===== src/rtl/irqft_pkg.sv =====
package irqft_pkg;

  // Captured control state feeding the mode decision and the pin stage.
  typedef struct packed {
    logic osc;      // oscillator running
    logic ft;       // frequency-test control
    logic ae;       // alarm enable
    logic wds;      // watchdog steering
    logic wd_zero;  // watchdog register reads all zeros
    logic irq;      // alarm request
  } irqft_ctrl_t;

  localparam irqft_ctrl_t CTRL_RESET = '0;

endpackage


===== src/rtl/irqft_ctrl_capture.sv =====
module irqft_ctrl_capture
  import irqft_pkg::*;
#(
  parameter int WD_W = 8
) (
  input  logic              clk,
  input  logic              rst_n,
  input  logic              osc_run,
  input  logic              ft_bit,
  input  logic              alarm_en,
  input  logic              wd_steer,
  input  logic [WD_W-1:0]   wd_reg,
  input  logic              alarm_irq,
  output irqft_ctrl_t       ctrl_q
);

  // Zero detect over the watchdog register as an OR chain.
  logic [WD_W:0] any_set;
  assign any_set[0] = 1'b0;

  for (genvar b = 0; b < WD_W; b++) begin : g_wd_or
    assign any_set[b+1] = any_set[b] | wd_reg[b];
  end

  irqft_ctrl_t ctrl_d;

  always_comb begin
    ctrl_d.osc     = osc_run;
    ctrl_d.ft      = ft_bit;
    ctrl_d.ae      = alarm_en;
    ctrl_d.wds     = wd_steer;
    ctrl_d.wd_zero = ~any_set[WD_W];
    ctrl_d.irq     = alarm_irq;
  end

  always_ff @(posedge clk or negedge rst_n) begin
    if (!rst_n) ctrl_q <= CTRL_RESET;
    else        ctrl_q <= ctrl_d;
  end

endmodule


===== src/rtl/irqft_mode_decode.sv =====
module irqft_mode_decode
  import irqft_pkg::*;
(
  input  irqft_ctrl_t ctrl,
  output logic        test_sel
);

  logic wd_allows;

  always_comb begin
    wd_allows = ctrl.wds | ctrl.wd_zero;
    test_sel  = ctrl.osc & ctrl.ft & ~ctrl.ae & wd_allows;
  end

endmodule


===== src/rtl/irqft_divider.sv =====
module irqft_divider #(
  parameter int HALF_TICKS = 32,
  localparam int CNT_W     = (HALF_TICKS > 1) ? $clog2(HALF_TICKS) : 1
) (
  input  logic             clk,
  input  logic             rst_n,
  input  logic             run,
  input  logic             tick,
  output logic             wave,
  output logic [CNT_W-1:0] cnt
);

  localparam logic [CNT_W-1:0] LAST = CNT_W'(HALF_TICKS - 1);

  logic [CNT_W-1:0] cnt_d;
  logic             wave_d;
  logic             adv;

  always_comb begin
    adv    = run & tick;
    cnt_d  = cnt;
    wave_d = wave;
    if (!run) begin
      cnt_d  = '0;
      wave_d = 1'b0;
    end else if (adv) begin
      if (cnt == LAST) begin
        cnt_d  = '0;
        wave_d = ~wave;
      end else begin
        cnt_d = cnt + 1'b1;
      end
    end
  end

  always_ff @(posedge clk or negedge rst_n) begin
    if (!rst_n) begin
      cnt  <= '0;
      wave <= 1'b0;
    end else begin
      cnt  <= cnt_d;
      wave <= wave_d;
    end
  end

endmodule


===== src/rtl/irqft_pin_selector.sv =====
module irqft_pin_selector
  import irqft_pkg::*;
#(
  parameter int WD_W       = 8,
  parameter int HALF_TICKS = 32,
  localparam int CNT_W     = (HALF_TICKS > 1) ? $clog2(HALF_TICKS) : 1
) (
  input  logic            clk,
  input  logic            rst_n,
  input  logic            osc_run,
  input  logic            ft_bit,
  input  logic            alarm_en,
  input  logic            wd_steer,
  input  logic [WD_W-1:0] wd_reg,
  input  logic            alarm_irq,
  input  logic            tick_32k,
  output logic            pin_drive_low,
  output logic            pin_level
);

  irqft_ctrl_t      ctrl_q;
  logic             test_sel;
  logic             wave_w;
  logic [CNT_W-1:0] cnt_w;
  logic             drive_d;
  logic             drive_q;

  irqft_ctrl_capture #(.WD_W(WD_W)) u_cap (
    .clk       (clk),
    .rst_n     (rst_n),
    .osc_run   (osc_run),
    .ft_bit    (ft_bit),
    .alarm_en  (alarm_en),
    .wd_steer  (wd_steer),
    .wd_reg    (wd_reg),
    .alarm_irq (alarm_irq),
    .ctrl_q    (ctrl_q)
  );

  irqft_mode_decode u_dec (
    .ctrl     (ctrl_q),
    .test_sel (test_sel)
  );

  irqft_divider #(.HALF_TICKS(HALF_TICKS)) u_div (
    .clk   (clk),
    .rst_n (rst_n),
    .run   (test_sel),
    .tick  (tick_32k),
    .wave  (wave_w),
    .cnt   (cnt_w)
  );

  // Pin stage: square wave in test mode, alarm request otherwise.
  always_comb begin
    drive_d = test_sel ? wave_w : ctrl_q.irq;
  end

  always_ff @(posedge clk or negedge rst_n) begin
    if (!rst_n) drive_q <= 1'b0;
    else        drive_q <= drive_d;
  end

  assign pin_drive_low = drive_q;
  assign pin_level     = ~drive_q;

endmodule


===== config.mk =====
export PLATFORM = sky130hd
export DESIGN_NAME = irqft_pin_selector
export DESIGN_NICKNAME = d
export VERILOG_FILES = /design/src/rtl/irqft_pkg.sv /design/src/rtl/irqft_ctrl_capture.sv /design/src/rtl/irqft_mode_decode.sv /design/src/rtl/irqft_divider.sv /design/src/rtl/irqft_pin_selector.sv
export SDC_FILE = /design/constraint.sdc
export NUM_CORES = 1
export LEC_CHECK = 0
export BUFFER_PORTS_ARGS = -buffer_cell sky130_fd_sc_hd__buf_4
export CORE_MARGIN = 2
export CORE_UTILIZATION = 25
export CTS_CLUSTER_SIZE = 8
export DETAILED_ROUTE_END_ITERATION = 10
export GPL_ROUTABILITY_DRIVEN = 0
export GPL_TIMING_DRIVEN = 0
export HOLD_SLACK_MARGIN = 0.1
export MAX_ROUTING_LAYER = met4
export PLACE_DENSITY = 0.43
export SLEW_MARGIN = 20
export SYNTH_ARGS = -nofsm -noshare
export SYNTH_HDL_FRONTEND = slang
export SYNTH_HIERARCHICAL = 1
export SYNTH_SLANG_ARGS = --single-unit

===== constraint.sdc =====
create_clock -name clk -period 3.8 [get_ports clk]
set_clock_uncertainty 0.1 [all_clocks]
set_input_delay 0.38 -clock clk [delete_from_list [all_inputs] [get_ports clk]]
set_output_delay 0.38 -clock clk [all_outputs]
set_load 0.02 [all_outputs]

==> results_tabular.tex, run 1 <==
\begin{tabular}{lr}
\hline
Metric & Value \\
\hline
\multicolumn{2}{l}{\textbf{Die}} \\
\quad Vertical extent of the die & 51.5 µm \\
\quad Horiz. Die Dim & about 52 µm \\
\quad Std-Cell Core Area & 2170 µm² \\
\quad Die footprint & about 2700 µm² \\
\quad Count of boundary I/O pins & 18 \\
\quad Row Count & 17 \\
\quad Initial core utilization & 26.0\% \\
\multicolumn{2}{l}{\textbf{STA}} \\
\quad Relative slew margins & 72.3\% \\
\quad Final worst slack & 2.08 ns \\
\quad Worst-margin pin slew & 0.414 ns \\
\quad Final setup violation count & 0 \\
\quad Hold violation count in the final report & 0 \\
\quad Setup repair after global routing missed its margin & false \\
\quad Setup TNS Final & 0 ns \\
\quad Final critical-path share of the clock period & between 40\% and 50\% \\
\quad Maximum clock rate & around 0.58 GHz \\
\quad Post-layout min period & 1.72 ns \\
\quad Slew Viols, Final & 0 \\
\multicolumn{2}{l}{\textbf{Detailed routing}} \\
\quad DRC viols & 0 \\
\quad Number of vias per cell after detailed routing & a little over 4 \\
\quad Number of iterations in the first detailed-routing pass & 3 \\
\quad Average routed wire per standard cell & 9.57 µm \\
\quad Total routed wirelength & 938 µm \\
\quad Number of design-rule violations left by the first detailed-router iteration & 1 \\
\quad Vias post-DR & 400 \\
\quad Count of nets left with antenna violations after detail routing & 0 \\
\multicolumn{2}{l}{\textbf{Worst setup path}} \\
\quad Startpoint class of the critical path & register \\
\quad Arrival time of data at the critical path endpoint & $\sim$1.8 ns \\
\quad Start point of the critical path & u\_div/cnt[0]\$\_DFFE\_PN0P\_ \\
\quad Critical Setup Path Class & register to register \\
\quad Delay contributed by the slowest stage of the critical path & $\sim$0.42 ns \\
\quad Sequence of cells on the critical path & ha\_1 -> and3\_1 -> ha\_1 -> and4bb\_2 -> a21oi\_1 -> nor2b\_1 \\
\quad Highest-delay cell along the critical path & sky130\_fd\_sc\_hd\_\_dfrtp\_1 \\
\quad Sort of element at the end of the critical path & register \\
\quad Startpoint of the most critical register-to-register path & u\_div/cnt[0]\$\_DFFE\_PN0P\_ \\
\quad Most frequent cell on the critical path & sky130\_fd\_sc\_hd\_\_ha\_1 \\
\quad Largest fanout of any net on the critical path & 5 \\
\quad Required time at the worst-slack endpoint & 3.89 ns \\
\multicolumn{2}{l}{\textbf{Synth}} \\
\quad Number of synthesis warnings & 6 \\
\quad Post-synthesis cell count & 44 \\
\quad Number of synthesized register bits & 13 \\
\quad Number of distinct library cells after synthesis & 24 \\
\quad Post-synth design cell area & 564 µm² \\
\quad Sequential fraction of the synthesis area & between 50\% and 60\% \\
\quad Synthesized net count & 62 \\
\quad Top cell type by total area after synthesis & sky130\_fd\_sc\_hd\_\_dfrtp\_1 \\
\quad Top post-synthesis cells by area & sky130\_fd\_sc\_hd\_\_dfrtp\_1, sky130\_fd\_sc\_hd\_\_ha\_1, sky130\_fd\_sc\_hd\_\_mux2i\_1, sky130\_fd\_sc\_hd\_\_nor2b\_1, sky130\_fd\_sc\_hd\_\_mux2\_4 \\
\quad Mean instance size in the synthesized netlist & between 10 and 15 µm² \\
\quad Area share of the largest cell type after synthesis & roughly 58\% \\
\multicolumn{2}{l}{\textbf{Clock network}} \\
\quad Root Buffer Master & sky130\_fd\_sc\_hd\_\_clkbuf\_4 \\
\quad Number of buffers added to fix hold violations after cts & 1 \\
\quad Clock Path Buffers & 2 \\
\quad Clock buffers created by TritonCTS & 3 \\
\quad Quantity of gates resized following cts & 0 \\
\quad Clock tree from TritonCTS & yes \\
\quad Sink Count & 13 \\
\quad Buffer count from post-CTS setup fixing & 0 \\
\quad H-tree lvl count & 1 \\
\quad Clk slew on worst S/H paths & around 0.08 ns \\
\quad Clock insertion delay at the later pin of the skew report & approximately 0.27 ns \\
\multicolumn{2}{l}{\textbf{Place}} \\
\quad Worst slack, placed & roughly 2.1 ns \\
\quad Count of buffers inserted at the top-level ports & 16 \\
\quad HPWL after detailed placement & 722 µm \\
\quad Cell Area, Placed & slightly above 700 µm² \\
\multicolumn{2}{l}{\textbf{Finish}} \\
\quad Fraction of layout instances using a drive strength above 1 & $\sim$36\% \\
\quad Syn-to-layout area delta & 42.8\% \\
\quad Finished Cell Area & 806 µm² \\
\quad Final nets & just under 90 \\
\quad Antenna diodes & 0 \\
\multicolumn{2}{l}{\textbf{Job}} \\
\quad MaxCap Viol Count & 0 \\
\multicolumn{2}{l}{\textbf{Power and ir drop}} \\
\quad Cell area power density & 316 nW/µm² \\
\quad Static leakage & 0.381 nW \\
\quad Largest vdd supply drop & roughly 130 µV \\
\multicolumn{2}{l}{\textbf{Min path}} \\
\quad Class of the worst hold path & input pin to register \\
\quad Worst hold path startpoint & wd\_reg[6] \\
\multicolumn{2}{l}{\textbf{Global routing}} \\
\quad Largest net degree at the start of global routing & 14 \\
\quad Remaining Overflow, GRT & 0 \\
\quad Initial antenna violation count & 0 \\
\quad Vias in the first global route & 402 \\
\quad Overall fraction of global-route tracks in use & around 8.6\% \\
\quad Wire length of the first global-routing pass & approximately 1600 µm \\
\multicolumn{2}{l}{\textbf{Status}} \\
\quad Outcome & finished clean \\
\hline
\end{tabular}
==> registers in the layout, indices dropped and copies added (netlist names) <==
| register | cells |
|---|---|
| u_cap/ctrl_q | 6 |
| u_div/cnt | 5 |
| pin_drive_low | 1 |
| u_div/wave | 1 |
==> critical path, delay by kind of cell (launching register included) <==
kind / cells / cell delay [ns]
AOI/OAI and AO/OA: 1 / 0.04
DFF: 1 / 0.42
adders and majority gates: 2 / 0.47
and+or+nand+nor: 3 / 0.62
==> per-stage QoR <==
stage	total power [mW]	utilization [%]	instances	hold slack, ns
after detailed placement	0.170	33.2	88	0.133
after CTS	0.255	34.8	93	0.104
after global placement	0.170	33.2	88	0.132
after floorplan	0.154	-	44	-0.0156
final	0.255	37.1	98	0.237
after global routing	0.273	37.1	98	0.244
==> kinds of logic (layout without fill, tap and decap cells) <==
family	Yosys count	after routing	share of synthesized area, %
and+or+nand+nor	19	19	23.1
DFF	13	13	57.6
AOI/OAI and AO/OA	4	4	4.43
muxes	3	3	6.21
adders and majority gates	2	2	4.43
buffers and inverters	2	28	2.66
xor gates and xnor gates	1	1	1.55
==> power by group <==
| part | internal, mW | switching, mW |
|---|---|---|
| Clock | 0.0406 | 0.0423 |
| Sequential | 0.142 | 0.00121 |
| Combinational | 0.0190 | 0.00992 |
| Total | 0.201 | 0.0534 |
==> final timing paths <==
check	endpoint	slack, ns	depth (start not counted)
setup reg to reg	u_div/cnt[2]$_DFFE_PN0P_	2.08	6
hold reg to reg	pin_drive_low$_DFF_PN0_	0.38	1
hold / removal	u_cap/ctrl_q[1]$_DFF_PN0_	0.24	3
min in group asynchronous	u_cap/ctrl_q[0]$_DFF_PN0_	0.39	2
max in group asynchronous	u_cap/ctrl_q[4]$_DFF_PN0_	3.05	2
setup / recovery	u_div/cnt[2]$_DFFE_PN0P_	2.08	6
==> cells in the mapped netlist <==
master	number
sky130_fd_sc_hd__nor2b_1	3
sky130_fd_sc_hd__nor3b_1	1
sky130_fd_sc_hd__nand4_1	2
sky130_fd_sc_hd__xnor2_1	1
sky130_fd_sc_hd__and2_1	1
sky130_fd_sc_hd__nor3_2	1
sky130_fd_sc_hd__o21ai_0	1
sky130_fd_sc_hd__nand2_1	2
sky130_fd_sc_hd__and3_1	1
sky130_fd_sc_hd__ha_1	2
sky130_fd_sc_hd__dfrtp_1	13
sky130_fd_sc_hd__buf_6	1
sky130_fd_sc_hd__nor3b_2	1
sky130_fd_sc_hd__inv_1	1
sky130_fd_sc_hd__nand3_1	1
sky130_fd_sc_hd__mux2_4	1
sky130_fd_sc_hd__a21boi_1	1
sky130_fd_sc_hd__and4bb_2	1
sky130_fd_sc_hd__o21a_1	1
sky130_fd_sc_hd__nor2_1	2
sky130_fd_sc_hd__mux2i_1	2
sky130_fd_sc_hd__a21oi_1	1
sky130_fd_sc_hd__or4_1	2
sky130_fd_sc_hd__and2b_2	1
==> layer usage <==
metal,vias to the layer above,wire length (µm),GRT usage (%)
met4,0,0,5.26
met3,0,57,2.59
met5,-,0,-
met2,14,466,14.3
li1,208,-,-
met1,178,414,9.02
==> cell type report <==
type                    instances  area, µm²
repair buffers                 22        180
multi-input cells              29        224
flip-flops and latches         13        325
plain buffers                   1       11.3
inverters                       1       3.75
well taps                      28       35.0
fillers                       231       1360
clock buffers                   4       26.3
==> cells in the final DEF (no fill, tap or decap), types with 2 or more instances in the layout <==
master and count:
sky130_fd_sc_hd__dlygate4sd3_1 6, sky130_fd_sc_hd__dfrtp_1 13, sky130_fd_sc_hd__clkbuf_4 3, sky130_fd_sc_hd__nand4_1 2
sky130_fd_sc_hd__nor2b_1 3, sky130_fd_sc_hd__mux2i_1 2, sky130_fd_sc_hd__ha_1 2, sky130_fd_sc_hd__nand2_1 2
sky130_fd_sc_hd__nor2_1 2, sky130_fd_sc_hd__or4_1 2, sky130_fd_sc_hd__buf_4 16
No activity file was read; power rests on OpenSTA's default activity.
==> run 2, diff against run 1 <==
PLACE_DENSITY = 0.45   (was 0.43)
clock period = 1.4 ns   (was 3.8 ns; I/O delays follow)
==> results_tabular.tex, run 2 (synthesis results as in run 1) <==
\begin{tabular}{lr}
\hline
Metric & Value \\
\hline
\multicolumn{2}{l}{\textbf{Finish}} \\
\quad Finished Core Util & 44.2\% (+7.0 points) \\
\quad Largest register FFs & 6 (unchanged) \\
\quad Fraction of layout instances using a drive strength above 1 & 40.5\% (+4.8 points) \\
\quad Register name with the most flops & u\_cap/ctrl\_q \\
\quad Antenna diodes & 0 (unchanged) \\
\quad Largest regs & u\_cap/ctrl\_q x6, u\_div/cnt x5 \\
\quad Syn-to-layout area delta & 69.8\% \\
\quad Final nets & 103 (+16\%) \\
\quad Post-layout instance count excluding filler cells & 112 (+14\%) \\
\quad Fill cell total of the finished layout & 208 (-10\%) \\
\quad Leading cell type in the layout, fill and taps excluded & sky130\_fd\_sc\_hd\_\_buf\_4 \\
\quad Most frequent cells in the layout & sky130\_fd\_sc\_hd\_\_buf\_4, sky130\_fd\_sc\_hd\_\_dlygate4sd3\_1, sky130\_fd\_sc\_hd\_\_dfrtp\_1 \\
\multicolumn{2}{l}{\textbf{Detailed routing}} \\
\quad Number of design-rule violations left by the first detailed-router iteration & 1 (unchanged) \\
\quad Count of nets left with antenna violations after detail routing & 0 (unchanged) \\
\quad Total routed wirelength & 1060 µm (+13\%) \\
\quad Average routed wire per standard cell & 9.48 µm (-0.93\%) \\
\quad Vias post-DR & 450 (+13\%) \\
\quad Number of vias per cell after detailed routing & 4.02 (-1.6\%) \\
\quad DRC viols & 0 (unchanged) \\
\quad Number of iterations in the first detailed-routing pass & 2 (-1) \\
\multicolumn{2}{l}{\textbf{Worst setup path}} \\
\quad Critical Setup Path Class & register to register \\
\quad Startpoint class of the critical path & register \\
\quad Sort of element at the end of the critical path & register \\
\quad Largest fanout of any net on the critical path & 5 (unchanged) \\
\quad Arrival time of data at the critical path endpoint & 1.62 ns (-0.20 ns) \\
\quad Sequence of cells on the critical path & ha\_2 -> and3\_4 -> ha\_4 -> and4bb\_2 -> a21oi\_1 -> nor2b\_1 \\
\quad Delay contributed by the slowest stage of the critical path & 0.39 ns (-0.03 ns) \\
\quad Highest-delay cell along the critical path & sky130\_fd\_sc\_hd\_\_dfrtp\_1 \\
\quad Required time at the worst-slack endpoint & 1.50 ns (-2.39 ns) \\
\multicolumn{2}{l}{\textbf{STA}} \\
\quad Maximum clock rate & 0.658 GHz (+13\%) \\
\quad Final critical-path share of the clock period & 109\% (+63 points) \\
\quad Final setup violation count & 4 (+4) \\
\quad Worst-margin pin slew & 0.406 ns (-0.00817 ns) \\
\quad Slew Viols, Final & 0 (unchanged) \\
\quad Post-layout min period & 1.52 ns (-0.203 ns) \\
\quad Setup repair after global routing missed its margin & true \\
\quad Hold violation count in the final report & 0 (unchanged) \\
\quad Final worst slack & -0.119 ns (-2.20 ns) \\
\quad Setup TNS Final & -0.352 ns (-0.352 ns) \\
\quad Relative slew margins & 72.8\% (+0.55 points) \\
\multicolumn{2}{l}{\textbf{Power and ir drop}} \\
\quad Fraction of power consumed by the clock network & 30.4\% (-2.1 points) \\
\quad Power dissipated by switching net loads & 0.139 mW (+160\%) \\
\quad Static leakage & 0.441 nW (+16\%) \\
\quad Switch share & 19.7\% (-1.2 points) \\
\quad Internal Pwr Total & 0.564 mW (+180\%) \\
\quad Power share of the sequential group & 55.2\% (-0.9 points) \\
\quad Portion of total power attributed to combinational logic & 14.4\% (+3.0 points) \\
\quad Overall power after layout & 0.703 mW (+180\%) \\
\quad Largest vdd supply drop & 495 µV (+270\%) \\
\quad Cell area power density & 733 nW/µm² (+130\%) \\
\multicolumn{2}{l}{\textbf{Clock network}} \\
\quad Root Buffer Master & sky130\_fd\_sc\_hd\_\_clkbuf\_4 \\
\quad Sink Count & 13 (unchanged) \\
\quad Clock buffers created by TritonCTS & 3 (unchanged) \\
\quad Clock Path Buffers & 2 (unchanged) \\
\quad H-tree lvl count & 1 (unchanged) \\
\quad Clock tree from TritonCTS & yes \\
\quad Clk slew on worst S/H paths & 0.07 ns (about the same) \\
\quad Clock insertion delay at the later pin of the skew report & 0.26 ns (about the same) \\
\multicolumn{2}{l}{\textbf{Global routing}} \\
\quad Overall fraction of global-route tracks in use & 10.4\% (+1.8 points) \\
\quad Vias in the first global route & 477 (+19\%) \\
\quad Initial antenna violation count & 0 (unchanged) \\
\quad Wire length of the first global-routing pass & 1970 µm (+21\%) \\
\quad Remaining Overflow, GRT & 0 (unchanged) \\
\quad Largest net degree at the start of global routing & 14 (unchanged) \\
\multicolumn{2}{l}{\textbf{Job}} \\
\quad MaxCap Viol Count & 0 (unchanged) \\
\multicolumn{2}{l}{\textbf{Place}} \\
\quad Worst slack, placed & -0.193 ns (-2.28 ns) \\
\quad HPWL after detailed placement & 682 µm (-5.6\%) \\
\quad \# placed instances & 88 (unchanged) \\
\quad Count of buffers inserted at the top-level ports & 16 (unchanged) \\
\multicolumn{2}{l}{\textbf{Status}} \\
\quad Violations in the final reports & negative setup slack \\
\quad Outcome & complete, but fails checks \\
\multicolumn{2}{l}{\textbf{Die}} \\
\quad Horiz. Die Dim & 51.5 µm (unchanged) \\
\quad Die footprint & 2650 µm² (unchanged) \\
\quad Initial core utilization & 26.0\% (unchanged) \\
\quad Vertical extent of the die & 51.5 µm (unchanged) \\
\quad Count of boundary I/O pins & 18 (unchanged) \\
\quad Row Count & 17 (unchanged) \\
\quad Std-Cell Core Area & 2170 µm² (unchanged) \\
\multicolumn{2}{l}{\textbf{Min path}} \\
\quad Class of the worst hold path & input pin to asynchronous set/reset pin \\
\hline
\end{tabular}
run 2: changes by cell type in the layout (fill, tap and decap cells not counted):
cell,delta
sky130_fd_sc_hd__dlygate4sd3_1,+9
sky130_fd_sc_hd__ha_2,+1
sky130_fd_sc_hd__ha_4,+1
sky130_fd_sc_hd__nor3b_1,-1
sky130_fd_sc_hd__nor3b_2,+1
sky130_fd_sc_hd__ha_1,-2
sky130_fd_sc_hd__and3_4,+1
sky130_fd_sc_hd__and3_1,-1
sky130_fd_sc_hd__buf_4,+5
run 2: layout make-up:
type | count | area (µm²) | area share (%)
buffer | 1 | 11.3 | 1.17
clock buffer | 4 | 26.3 | 2.74
inverter | 1 | 3.75 | 0.392
multi-input combinational | 29 | 249 | 26.0
sequential | 13 | 325 | 33.9
tap | 28 | 35.0 | 3.66
timing repair buffer | 36 | 308 | 32.1
run 2: power by group through the flow:
stage / sequential [mW] / clock (mW) / combinational, mW
6_report: 0.388 / 0.214 / 0.101
5_1_grt: 0.389 / 0.250 / 0.111
4_1_cts: 0.388 / 0.234 / 0.101
3_3_place_gp: 0.396 / 0 / 0.0660
3_5_place_dp: 0.396 / 0 / 0.0666
2_1_floorplan: 0.398 / 0 / 0.0210
run 2: path summary, 6_finish.rpt:
| check | startpoint | endpoint | slack [ns] | cells after the start |
|---|---|---|---|---|
| setup reg to reg | u_div/cnt[0]$_DFFE_PN0P_ | u_div/cnt[2]$_DFFE_PN0P_ | -0.12 | 6 |
| max in group asynchronous | rst_n | u_cap/ctrl_q[3]$_DFF_PN0_ | 0.90 | 2 |
| min in group clk | u_cap/ctrl_q[0]$_DFF_PN0_ | pin_drive_low$_DFF_PN0_ | 0.38 | 1 |
| setup / recovery | u_div/cnt[0]$_DFFE_PN0P_ | u_div/cnt[2]$_DFFE_PN0P_ | -0.12 | 6 |
| hold / removal | rst_n | u_cap/ctrl_q[5]$_DFF_PN0_ | 0.15 | 2 |
| hold reg to reg | u_cap/ctrl_q[0]$_DFF_PN0_ | pin_drive_low$_DFF_PN0_ | 0.38 | 1 |
run 2: repair_timing:
item / CTS / global route
hold buffers: 15 / 0
endpoints found under the setup margin: 4 / 5
resized for setup: 0 / 1
pin swaps: 1 / 3
buffers inserted: 3 / 2
endpoints found under the hold margin: 21 / 0
run 2: metrics by stage:
| stage | hold WS [ns] | instance area [µm²] |
|---|---|---|
| CTS | 0.134 | 938 |
| finish | 0.149 | 958 |
| global route | 0.150 | 958 |
| floorplan | -0.256 | 584 |
| detailed placement | -0.110 | 739 |
| global placement | -0.109 | 739 |
run 2: worst max-delay path: cells and delay by family, from the launching register on:
kind / cells / cell delay (ns)
adder cells (fa/ha/maj): 2 / 0.36
AND/OR/NAND/NOR: 3 / 0.56
flip-flops: 1 / 0.39
AO/OA/AOI/OAI: 1 / 0.04
run 2: per-layer routing:
layer	global-route usage, %	routed length (µm)
met4	6.58	7
met5	-	0
met3	1.72	52
met2	17.3	519
met1	11.6	482
==> run 3, diff against run 2 <==
ABC_AREA = 1   (was default)
REMOVE_ABC_BUFFERS = 1   (was default)
==> results_tabular.tex, run 3 <==
\begin{tabular}{lr}
\hline
Metric & Value \\
\hline
\multicolumn{2}{l}{\textbf{Place}} \\
\quad \# placed instances & 107 (+22\%) \\
\quad HPWL after detailed placement & 731 µm (+7.1\%) \\
\quad Count of buffers inserted at the top-level ports & 17 (+1) \\
\quad Cell Area, Placed & 726 µm² (-1.9\%) \\
\multicolumn{2}{l}{\textbf{Global routing}} \\
\quad Remaining Overflow, GRT & 0 (unchanged) \\
\quad Overall fraction of global-route tracks in use & 10.6\% (+0.22 points) \\
\quad Largest net degree at the start of global routing & 14 (unchanged) \\
\quad Initial antenna violation count & 0 (unchanged) \\
\quad Vias in the first global route & 557 (+17\%) \\
\quad Wire length of the first global-routing pass & 1970 µm (unchanged) \\
\multicolumn{2}{l}{\textbf{Synth}} \\
\quad Number of distinct library cells after synthesis & 15 (-38\%) \\
\quad Mean instance size in the synthesized netlist & 9.08 µm² (-29\%) \\
\quad Top post-synthesis cells by area & sky130\_fd\_sc\_hd\_\_dfrtp\_1, sky130\_fd\_sc\_hd\_\_nor2\_1, sky130\_fd\_sc\_hd\_\_nand2\_1, sky130\_fd\_sc\_hd\_\_inv\_1, sky130\_fd\_sc\_hd\_\_ha\_1 \\
\quad Sequential fraction of the synthesis area & 57.8\% (+0.13 points) \\
\quad Area share of the largest cell type after synthesis & 57.8\% (+0.13 points) \\
\quad Top cell types by occurrence after synthesis & sky130\_fd\_sc\_hd\_\_dfrtp\_1, sky130\_fd\_sc\_hd\_\_nor2\_1, sky130\_fd\_sc\_hd\_\_nand2\_1, sky130\_fd\_sc\_hd\_\_inv\_1 \\
\quad Number of enable flip-flop cells after synthesis & 0 (unchanged) \\
\quad Top cell type by total area after synthesis & sky130\_fd\_sc\_hd\_\_dfrtp\_1 \\
\quad Post-synth top flop & sky130\_fd\_sc\_hd\_\_dfrtp\_1 \\
\quad Post-synthesis cell count & 62 (+41\%) \\
\quad Async S/R FF share, synth & 100\% (unchanged) \\
\quad Post-synth design cell area & 563 µm² (-0.22\%) \\
\quad Number of synthesized register bits & 13 (unchanged) \\
\quad Number of synthesis warnings & 6 (unchanged) \\
\multicolumn{2}{l}{\textbf{Worst setup path}} \\
\quad Critical Setup Path Class & register to register \\
\quad Required time at the worst-slack endpoint & 1.50 ns (about the same) \\
\quad Startpoint class of the critical path & register \\
\quad Largest fanout of any net on the critical path & 4 (-1) \\
\quad Arrival time of data at the critical path endpoint & 1.51 ns (-0.11 ns) \\
\quad Sort of element at the end of the critical path & register \\
\multicolumn{2}{l}{\textbf{STA}} \\
\quad Final worst slack & -0.0145 ns (+0.105 ns) \\
\quad Hold slack final & 0.147 ns (-0.00211 ns) \\
\quad Final critical-path share of the clock period & 101\% (-7.5 points) \\
\quad Final setup violation count & 1 (-3) \\
\quad Setup repair after global routing missed its margin & true \\
\quad Slew Viols, Final & 0 (unchanged) \\
\quad Post-layout min period & 1.41 ns (-0.105 ns) \\
\quad Maximum clock rate & 0.707 GHz (+7.4\%) \\
\quad Worst-margin pin slew & 0.220 ns (-0.185 ns) \\
\quad Hold violation count in the final report & 0 (unchanged) \\
\quad Setup TNS Final & -0.0145 ns (+0.337 ns) \\
\quad Relative slew margins & 85.3\% (+12 points) \\
\multicolumn{2}{l}{\textbf{Finish}} \\
\quad Leading cell type in the layout, fill and taps excluded & sky130\_fd\_sc\_hd\_\_buf\_4 \\
\quad FF/Latch Area & 325 µm² (unchanged) \\
\quad Largest regs & u\_cap/ctrl\_q x6, u\_div/cnt x5 \\
\quad Final nets & 121 (+17\%) \\
\quad Fraction of layout instances using a drive strength above 1 & 33.3\% (-7.1 points) \\
\quad Largest register FFs & 6 (unchanged) \\
\quad Fill cell total of the finished layout & 223 (+7.2\%) \\
\quad Most frequent cells in the layout & sky130\_fd\_sc\_hd\_\_buf\_4, sky130\_fd\_sc\_hd\_\_dlygate4sd3\_1, sky130\_fd\_sc\_hd\_\_dfrtp\_1 \\
\quad Syn-to-layout area delta & 70.9\% \\
\quad Register name with the most flops & u\_cap/ctrl\_q \\
\quad Post-layout instance count excluding filler cells & 130 (+16\%) \\
\quad Finished Cell Area & 962 µm² (+0.39\%) \\
\quad Antenna diodes & 0 (unchanged) \\
\quad Footprint of the multi-input gates & 234 µm² (-6.0\%) \\
\multicolumn{2}{l}{\textbf{Status}} \\
\quad Outcome & complete, but fails checks \\
\quad Violations in the final reports & negative setup slack \\
\multicolumn{2}{l}{\textbf{Die}} \\
\quad Row Count & 17 (unchanged) \\
\quad Horiz. Die Dim & 51.5 µm (-0.11\%) \\
\quad Vertical extent of the die & 51.5 µm (-0.11\%) \\
\quad Std-Cell Core Area & 2170 µm² (unchanged) \\
\quad Die footprint & 2650 µm² (-0.21\%) \\
\quad Count of boundary I/O pins & 18 (unchanged) \\
\quad Initial core utilization & 26.0\% (-0.058 points) \\
\multicolumn{2}{l}{\textbf{Clock network}} \\
\quad H-tree lvl count & 1 (unchanged) \\
\quad Root Buffer Master & sky130\_fd\_sc\_hd\_\_clkbuf\_4 \\
\quad Clk slew on worst S/H paths & 0.07 ns (about the same) \\
\quad Clock buffers created by TritonCTS & 3 (unchanged) \\
\quad Clock tree from TritonCTS & yes \\
\quad Clock insertion delay at the later pin of the skew report & 0.26 ns (about the same) \\
\quad Clock Path Buffers & 2 (unchanged) \\
\quad Sink Count & 13 (unchanged) \\
\multicolumn{2}{l}{\textbf{Detailed routing}} \\
\quad DRC viols & 0 (unchanged) \\
\quad Number of iterations in the first detailed-routing pass & 2 (unchanged) \\
\quad Vias post-DR & 526 (+17\%) \\
\quad Total routed wirelength & 1100 µm (+3.2\%) \\
\quad Average routed wire per standard cell & 8.43 µm (-11\%) \\
\quad Number of design-rule violations left by the first detailed-router iteration & 1 (unchanged) \\
\quad Count of nets left with antenna violations after detail routing & 0 (unchanged) \\
\quad Number of vias per cell after detailed routing & 4.05 (+0.70\%) \\
\multicolumn{2}{l}{\textbf{Job}} \\
\quad MaxCap Viol Count & 0 (unchanged) \\
\multicolumn{2}{l}{\textbf{Power and ir drop}} \\
\quad Overall power after layout & 0.717 mW (+2.0\%) \\
\quad Static leakage & 0.466 nW (+5.5\%) \\
\quad Largest vdd supply drop & 416 µV (-16\%) \\
\quad Cell area power density & 745 nW/µm² (+1.6\%) \\
\multicolumn{2}{l}{\textbf{Min path}} \\
\quad Class of the worst hold path & input pin to asynchronous set/reset pin \\
\hline
\end{tabular}
-- run 3: cell count changes in the layout (fill, tap and decap cells not counted), sizes merged, moves of 2 or more --
cell and delta:
or4 -2, o21ai +2, nor3b -2, nor2b -3
nand3 +3, nand2 +12, inv +8, nor2 +11
-- run 3: layout make-up --
| cell class | instances | area share (%) |
|---|---|---|
| clock buffers | 4 | 2.73 |
| flip-flops and latches | 13 | 33.8 |
| multi-input cells | 40 | 24.3 |
| well taps | 28 | 3.64 |
| inverters | 9 | 3.51 |
| repair buffers | 36 | 32.0 |
-- run 3: worst paths after layout --
kind / from / to / slack [ns] / cells past startpoint
min reg2reg: u_cap/ctrl_q[0]$_DFF_PN0_ / pin_drive_low$_DFF_PN0_ / 0.35 / 2
max in group asynchronous: rst_n / u_cap/ctrl_q[0]$_DFF_PN0_ / 0.89 / 2
max: u_div/cnt[1]$_DFFE_PN0P_ / u_div/cnt[2]$_DFFE_PN0P_ / -0.01 / 8
min: rst_n / u_div/cnt[3]$_DFFE_PN0P_ / 0.15 / 2
min in group clk: u_cap/ctrl_q[0]$_DFF_PN0_ / pin_drive_low$_DFF_PN0_ / 0.35 / 2
max reg2reg: u_div/cnt[1]$_DFFE_PN0P_ / u_div/cnt[2]$_DFFE_PN0P_ / -0.01 / 8
-- run 3: per-layer routing --
metal | global-route usage [%] | vias up | share of wire [%]
met1 | 9.89 | 235 | 41
met2 | 18.6 | 16 | 51
met5 | - | - | 0
met3 | 3.51 | 2 | 6.0
met4 | 6.58 | 0 | 0.91
li1 | - | 273 | -
-- run 3: critical path, stage by stage (launching register included) --
cell                      delay, ns
sky130_fd_sc_hd__dfrtp_1       0.39
sky130_fd_sc_hd__ha_2          0.19
sky130_fd_sc_hd__and3_4        0.18
sky130_fd_sc_hd__ha_4          0.15
sky130_fd_sc_hd__inv_2         0.05
sky130_fd_sc_hd__nand2_2       0.04
sky130_fd_sc_hd__nand2_2       0.10
sky130_fd_sc_hd__nand2_1       0.06
sky130_fd_sc_hd__nor2_1        0.09
-- run 3: what timing repair did --
| item | in CTS | in global routing |
|---|---|---|
| hold buffers | 15 | 0 |
| gates resized for setup | 7 | 2 |
| setup buffers | 3 | 1 |
| pin swaps | 4 | 4 |
| gates cloned | 0 | 0 |
| setup endpoints to repair | 5 | 3 |
| endpoints found under the hold margin | 22 | 0 |
-- run 3: cells by family (layout without fill, tap and decap cells) --
group | count (synthesis) | count (layout) | synth area share [%]
multiplexers | 1 | 1 | 1.78
buffers and inverters | 9 | 49 | 6.00
AO/OA/AOI/OAI | 4 | 4 | 3.55
flip-flops | 13 | 13 | 57.8
AND/OR/NAND/NOR | 33 | 33 | 26.4
adder cells (fa/ha/maj) | 2 | 2 | 4.44
-- run 3: per-stage QoR --
| stage | utilization, % | worst slack (ns) |
|---|---|---|
| after floorplan | - | -0.0640 |
| after global placement | 33.4 | -0.180 |
| after detailed placement | 33.4 | -0.185 |
| after CTS | 43.8 | -0.0238 |
| after global routing | 44.3 | -0.0593 |
| final | 44.3 | -0.0145 |
-- run 3: where the power goes --
part | internal [mW] | switching (mW) | leakage, nW
combinational | 0.0679 | 0.0403 | 0.283
sequential | 0.386 | 0.00404 | 0.167
clock | 0.110 | 0.108 | 0.0150
total | 0.564 | 0.153 | 0.466
